[src/rtl/dacbank_pkg.sv]
package dacbank_pkg;
  // host word map
  localparam int unsigned MODE_ADDR = 0;
  localparam int unsigned CTRL_ADDR = 1;
  localparam int unsigned DUPD_ADDR = 2;
  localparam int unsigned DATA_BASE = 4;
  // mode register fields
  localparam int unsigned MODE_BUF_BIT = 0;
  localparam int unsigned MODE_EN_BIT  = 1;

  // bus bit of channel ch polarity: highest for channel 0, descending
  function automatic int unsigned pol_bit(int unsigned nch, int unsigned ch);
    return 2 * nch - 1 - ch;
  endfunction

  // bus bit of channel ch gain: one channel-count above polarity
  function automatic int unsigned gain_bit(int unsigned nch, int unsigned ch);
    return 3 * nch - 1 - ch;
  endfunction
endpackage

[src/rtl/dacbank_decode.sv]
module dacbank_decode #(
  parameter int unsigned NCH = 4,
  parameter int unsigned AW  = 4
) (
  input  logic          wr_en,
  input  logic [AW-1:0] wr_addr,
  input  logic          rd_en,
  input  logic [AW-1:0] rd_addr,
  output logic          mode_we,
  output logic          ctrl_we,
  output logic [NCH-1:0] data_we,
  output logic          ctrl_upd,
  output logic          data_upd
);
  import dacbank_pkg::*;

  localparam logic [AW-1:0] A_MODE = AW'(MODE_ADDR);
  localparam logic [AW-1:0] A_CTRL = AW'(CTRL_ADDR);
  localparam logic [AW-1:0] A_DUPD = AW'(DUPD_ADDR);

  assign mode_we  = wr_en && (wr_addr == A_MODE);
  assign ctrl_we  = wr_en && (wr_addr == A_CTRL);
  assign ctrl_upd = rd_en && (rd_addr == A_CTRL);
  assign data_upd = rd_en && (rd_addr == A_DUPD);

  for (genvar i = 0; i < NCH; i++) begin : g_dwe
    localparam logic [AW-1:0] A_CH = AW'(DATA_BASE + i);
    assign data_we[i] = wr_en && (wr_addr == A_CH);
  end
endmodule

[src/rtl/dacbank_ctrl.sv]
module dacbank_ctrl #(
  parameter int unsigned NCH   = 4,
  parameter int unsigned BUS_W = 16
) (
  input  logic             clk,
  input  logic             rst,
  input  logic             mode_we,
  input  logic             ctrl_we,
  input  logic             ctrl_upd,
  input  logic [BUS_W-1:0] wdata,
  output logic             buffered,
  output logic             enabled,
  output logic [NCH-1:0]   pol_q,
  output logic [NCH-1:0]   gain_q
);
  import dacbank_pkg::*;

  localparam int unsigned SH_LO = NCH;
  localparam int unsigned SH_W  = 2 * NCH;

  logic [1:0]      mode_q;
  logic [SH_W-1:0] csh_q;
  logic [NCH-1:0]  pol_sh, gain_sh;

  for (genvar i = 0; i < NCH; i++) begin : g_map
    assign pol_sh[i]  = csh_q[pol_bit(NCH, i) - SH_LO];
    assign gain_sh[i] = csh_q[gain_bit(NCH, i) - SH_LO];
  end

  always_ff @(posedge clk) begin
    if (rst) begin
      mode_q <= '0;
      csh_q  <= '0;
      pol_q  <= '0;
      gain_q <= '0;
    end else begin
      if (mode_we) mode_q <= {wdata[MODE_EN_BIT], wdata[MODE_BUF_BIT]};
      if (ctrl_we) csh_q  <= wdata[SH_LO +: SH_W];
      if (ctrl_upd && mode_q[1]) begin
        pol_q  <= pol_sh;
        gain_q <= gain_sh;
      end
    end
  end

  assign buffered = mode_q[0];
  assign enabled  = mode_q[1];

  assert_ctrl_update_R5: assert property (@(posedge clk) disable iff (rst)
    (ctrl_upd && enabled) |=> (pol_q == $past(pol_sh)) && (gain_q == $past(gain_sh)));

  assert_ctrl_write_held_R6: assert property (@(posedge clk) disable iff (rst)
    (ctrl_we && !ctrl_upd) |=> ($stable(pol_q) && $stable(gain_q)));

  assert_mode_field_R10: assert property (@(posedge clk) disable iff (rst)
    mode_we |=> (enabled == $past(wdata[MODE_EN_BIT])) && (buffered == $past(wdata[MODE_BUF_BIT])));
endmodule

[src/rtl/dacbank_chan.sv]
module dacbank_chan #(
  parameter int unsigned DW = 12
) (
  input  logic          clk,
  input  logic          rst,
  input  logic          en,
  input  logic          buffered,
  input  logic          we,
  input  logic          upd,
  input  logic [DW-1:0] wdata,
  output logic [DW-1:0] code_q,
  output logic          loaded_q
);
  logic [DW-1:0] sh_q;

  always_ff @(posedge clk) begin
    if (rst) begin
      sh_q     <= '0;
      code_q   <= '0;
      loaded_q <= 1'b0;
    end else begin
      loaded_q <= 1'b0;
      if (we) sh_q <= wdata;
      if (en) begin
        if (we && !buffered) begin
          code_q   <= wdata;
          loaded_q <= 1'b1;
        end else if (upd) begin
          code_q   <= sh_q;
          loaded_q <= 1'b1;
        end
      end
    end
  end

  assert_buffered_write_held_R3: assert property (@(posedge clk) disable iff (rst)
    (en && buffered && we && !upd) |=> ($stable(code_q) && !loaded_q));

  assert_passthrough_R7: assert property (@(posedge clk) disable iff (rst)
    (en && !buffered && we) |=> (code_q == $past(wdata)) && loaded_q);

  assert_disabled_hold_R8: assert property (@(posedge clk) disable iff (rst)
    !en |=> ($stable(code_q) && !loaded_q));

  assert_collision_old_R9: assert property (@(posedge clk) disable iff (rst)
    (en && buffered && we && upd) |=> (code_q == $past(sh_q)));
endmodule

[src/rtl/dac_dbuf_bank.sv]
module dac_dbuf_bank #(
  parameter int unsigned NCH   = 4,
  parameter int unsigned DW    = 12,
  parameter int unsigned AW    = 4,
  parameter int unsigned BUS_W = 16
) (
  input  logic              clk,
  input  logic              rst,
  input  logic              wr_en,
  input  logic [AW-1:0]     wr_addr,
  input  logic [BUS_W-1:0]  wr_data,
  input  logic              rd_en,
  input  logic [AW-1:0]     rd_addr,
  output logic [NCH*DW-1:0] dac_code,
  output logic [NCH-1:0]    dac_bipolar,
  output logic [NCH-1:0]    dac_gain,
  output logic [NCH-1:0]    dac_loaded
);
  localparam int unsigned CTRL_TOP = 3 * NCH;

  logic           mode_we, ctrl_we, ctrl_upd, data_upd;
  logic [NCH-1:0] data_we;
  logic           buffered, enabled;
  logic           unused_hi;

  if (BUS_W > CTRL_TOP && BUS_W > DW) begin : g_unused
    assign unused_hi = ^wr_data[BUS_W-1:(CTRL_TOP > DW ? CTRL_TOP : DW)];
  end else begin : g_nounused
    assign unused_hi = 1'b0;
  end

  dacbank_decode #(.NCH(NCH), .AW(AW)) u_dec (
    .wr_en   (wr_en),
    .wr_addr (wr_addr),
    .rd_en   (rd_en),
    .rd_addr (rd_addr),
    .mode_we (mode_we),
    .ctrl_we (ctrl_we),
    .data_we (data_we),
    .ctrl_upd(ctrl_upd),
    .data_upd(data_upd)
  );

  dacbank_ctrl #(.NCH(NCH), .BUS_W(BUS_W)) u_ctrl (
    .clk     (clk),
    .rst     (rst),
    .mode_we (mode_we),
    .ctrl_we (ctrl_we),
    .ctrl_upd(ctrl_upd),
    .wdata   (wr_data),
    .buffered(buffered),
    .enabled (enabled),
    .pol_q   (dac_bipolar),
    .gain_q  (dac_gain)
  );

  for (genvar i = 0; i < NCH; i++) begin : g_ch
    dacbank_chan #(.DW(DW)) u_chan (
      .clk     (clk),
      .rst     (rst),
      .en      (enabled),
      .buffered(buffered),
      .we      (data_we[i]),
      .upd     (data_upd),
      .wdata   (wr_data[DW-1:0]),
      .code_q  (dac_code[i*DW +: DW]),
      .loaded_q(dac_loaded[i])
    );
  end

  assert_reset_state_R1: assert property (@(posedge clk) disable iff (rst)
    $past(rst) |-> (dac_code == '0 && dac_bipolar == '0 && dac_gain == '0 && dac_loaded == '0));

  assert_update_all_R4: assert property (@(posedge clk) disable iff (rst)
    (data_upd && enabled) |=> (dac_loaded == '1));
endmodule

[config.mk]
export PLATFORM = sky130hd
export DESIGN_NAME = dac_dbuf_bank
export DESIGN_NICKNAME = d
export VERILOG_FILES = /design/src/rtl/dacbank_pkg.sv /design/src/rtl/dacbank_decode.sv /design/src/rtl/dacbank_ctrl.sv /design/src/rtl/dacbank_chan.sv /design/src/rtl/dac_dbuf_bank.sv
export SDC_FILE = /design/constraint.sdc
export NUM_CORES = 1
export LEC_CHECK = 0
export BUFFER_PORTS_ARGS = -buffer_cell sky130_fd_sc_hd__clkbuf_2
export CORE_UTILIZATION = 36
export DETAILED_ROUTE_END_ITERATION = 10
export PLACE_DENSITY_LB_ADDON = 0.05
export SYNTH_ARGS = -nofsm -noshare
export SYNTH_HDL_FRONTEND = slang
export SYNTH_SLANG_ARGS = --single-unit
export TNS_END_PERCENT = 10
[constraint.sdc]
create_clock -name clk -period 1.4 [get_ports clk]
set_input_delay 0.21 -clock clk [delete_from_list [all_inputs] [get_ports clk]]
set_output_delay 0.21 -clock clk [all_outputs]
set_load 0.05 [all_outputs]
==> results.yml <==
run_status:
  status: "finished, violations left"
  failed_checks: "setup timing"
run:
  drv_cap: 0
route:
  via_count: 4364
  antenna_left: 0
  drtIter0Drc: 293
  wl_um: 13800
  drc: 0
  viasPerCell: 5.06
  firstDrtPassIters: 4
  wl_per_cell_um: 15.9
synth:
  syn-num-nets: 622
  synth_area_leader_cell: "dfxtp_1"
  yosys-top-cells-area: "dfxtp_1 48%, nand2_1 15%, a311oi_1 8.2%, a21oi_1 4.9%, nor3_1 4.9%"
  synth.yosys.seq_area_share_pct: 48.2
  avgSynthCellArea_um2: 8.26
  syn_inst: 594
  syn_area_um2: 4910
  yosysTopAreaCellShare_pct: 48.2
  ys_ff_latch: 118
  ys_warn_count: 0
  synth_cell_type_count: 26
cts:
  clock_latency_ps: 400
  cts_tree: "yes"
  htreeDepth: 4
  clkSinkCount: 118
  cts_root_buf: "clkbuf_16"
  numCtsBuffers: 17
  cts_buffer_depth: 2
  postCtsHoldBufs: 0
  path_clk_slew_ps: 50
power:
  p_total_mw: 7.98
  combPwrFrac_pct: 4.3
  peakVddDrop_v: 0.000748
  p_per_area_nw_per_um2: 1270
  switchingPower_mw: 1.65
  p_int_mw: 6.33
  p_leak_nw: 2.39
  swShare_pct: 20.7
  p_clk_share_pct: 53.1
  seq_power_share_pct: 42.6
layout:
  multi_input_area_um2: 2250
  final_layout_size_suffix_gt1_share_pct: 25.5
  ff_latch_area_um2: 2360
  nets: 705
  nFillCells: 1329
  fin_util_pct: 47.3
  num_antenna_cells: 0
  area_growth_pct: 27.7
  final_area_um2: 6260
  post_layout_nonfiller_instances: 863
grt:
  overflow: 0
  grt_usage_pct: 20.3
  grt_antenna_before_repair: 0
  grt_pass1_wl_um: 21900
  grt_max_degree: 43
  first_global_vias: 3998
setup_path:
  endpoint_kind: "flip-flop"
  startpoint_type: "flip-flop"
  worstRegToRegCells: 5
  startpoint: "u_ctrl.mode_q[1]"
  crit_fanout: 16
  r2r-end: "g_ch[1].u_chan.code_q[0]"
  crit_path_end: "g_ch[1].u_chan.code_q[0]"
  regToRegStartpoint: "u_ctrl.mode_q[1]"
  critical_path_class: "flip-flop to flip-flop"
  critical_path_arrival_ps: 1820
  critPathRequiredTime_ps: 1710
  reg2reg_slack_ps: -110
sta:
  maxSlewViolCount: 0
  setup_violations: 52
  slew-limit-headroom_pct: 70.3
  max_freq_mhz: 662
  tightest_slew_ps: 444
  tns_ps: -3800
  setup_slack_ps: -111
  rsz0062_at_grt: "yes"
  period_share_pct: 108
  timing_hold_violations_final: 0
  fin_skew_ps: 3.92
  finalCriticalPeriod_ps: 1510
  fin_hold_ws_ps: 198
placement:
  dpl_worst_slack_ps: -188
  postPlaceCellArea_um2: 5630
  dp_hpwl_um: 8980
  dpl.cell_count: 832
  gp_congestion: 0.741
  io_buffers: 83
floorplan:
  die_w_um: 119
  ios: 88
  dieArea_um2: 14100
  die_y_um: 119
  core_area_um2: 13200
  rows: 42
  initial_core_util_pct: 37.0
min_path:
  hold_class: "primary input to flip-flop"
## cell type report
type,count,area share (%)
flip-flops and latches,118,37.7
multi-input cells,414,36.0
repair buffers,125,13.3
clock buffers,27,8.83
well taps,176,3.52
clock inverters,2,0.559
inverters,1,0.0599
## power by group through the flow
stage | registers (mW) | logic, mW | clock network (mW)
3_3_place_gp | 3.47 | 0.343 | 0
3_5_place_dp | 3.47 | 0.346 | 0
4_1_cts | 3.40 | 0.347 | 4.33
6_report | 3.40 | 0.345 | 4.24
5_1_grt | 3.40 | 0.376 | 4.49
2_1_floorplan | 3.47 | 0.184 | 0
## registers in the layout (all words and copies together) (netlist names)
register	flops
g_ch.u_chan.code_q	48
g_ch.u_chan.loaded_q	4
g_ch.u_chan.sh_q	48
u_ctrl.csh_q	8
u_ctrl.gain_q	4
u_ctrl.mode_q	2
u_ctrl.pol_q	4
## kinds of logic (layout without fill, tap and decap cells)
logic type / after synthesis / after routing / share of synthesized area [%]
mux: 18 / 18 / 3.67
flops: 118 / 118 / 48.2
simple gates: 300 / 300 / 27.7
compound gates: 96 / 96 / 13.7
buf+inv: 62 / 155 / 6.76
## synth_stat cells
cell type	count
nor4b_4	2
buf_6	3
mux2i_1	18
a311oi_1	46
nor2_1	28
nand4bb_4	1
a311oi_2	2
a21oi_1	48
nand3b_1	2
and4bb_2	1
or2_1	5
buf_2	19
nand2_1	199
dfxtp_1	118
buf_4	14
nor3_1	48
nor4b_1	1
clkbuf_1	25
nand2b_1	1
and3b_1	1
nand4b_4	1
and4b_1	1
nor4bb_4	1
nor2b_1	6
or2_2	2
inv_1	1
## critical path, cell delays in order (launching register included)
cell,delay [ps]
dfxtp_2,320
nor4bb_4,140
and3b_2,220
buf_12,160
or2_4,320
a311oi_1,240
## cell usage in the layout (no fill, tap or decap), types with 17 or more instances in the layout
| cell type | synthesis | layout |
|---|---|---|
| nand2_1 | 199 | 199 |
| dfxtp_1 | 118 | 116 |
| clkbuf_2 | 0 | 82 |
| nor3_1 | 48 | 48 |
| a21oi_1 | 48 | 48 |
| a311oi_1 | 46 | 41 |
| buf_4 | 14 | 35 |
| nor2_1 | 28 | 28 |
| mux2i_1 | 18 | 18 |
| clkbuf_16 | 0 | 17 |
## what timing repair did
item,4_1_cts,5_1_grt
pin swaps,7,9
setup endpoints to repair,52,52
resized for setup,1,5
setup buffers,2,0
## layer usage
layer | track usage (%) | share of wire (%)
met5 | 0 | 0
met2 | 29.7 | 43
met4 | 8.31 | 1.6
met1 | 28.6 | 49
met3 | 4.78 | 6.4
## worst min-delay path by stage
stage,startpoint,cells after the start,end
CTS,wr_data[0],3,g_ch[3].u_chan.sh_q[0]
global route,wr_data[3],3,g_ch[1].u_chan.sh_q[3]
floorplan,g_ch[0].u_chan.sh_q[0],2,g_ch[0].u_chan.sh_q[0]
finish,wr_data[0],3,g_ch[3].u_chan.sh_q[0]
detailed placement,g_ch[2].u_chan.sh_q[4],2,g_ch[2].u_chan.sh_q[4]
global placement,g_ch[2].u_chan.sh_q[8],2,g_ch[2].u_chan.sh_q[8]
Power figures use the tool's default switching activity.
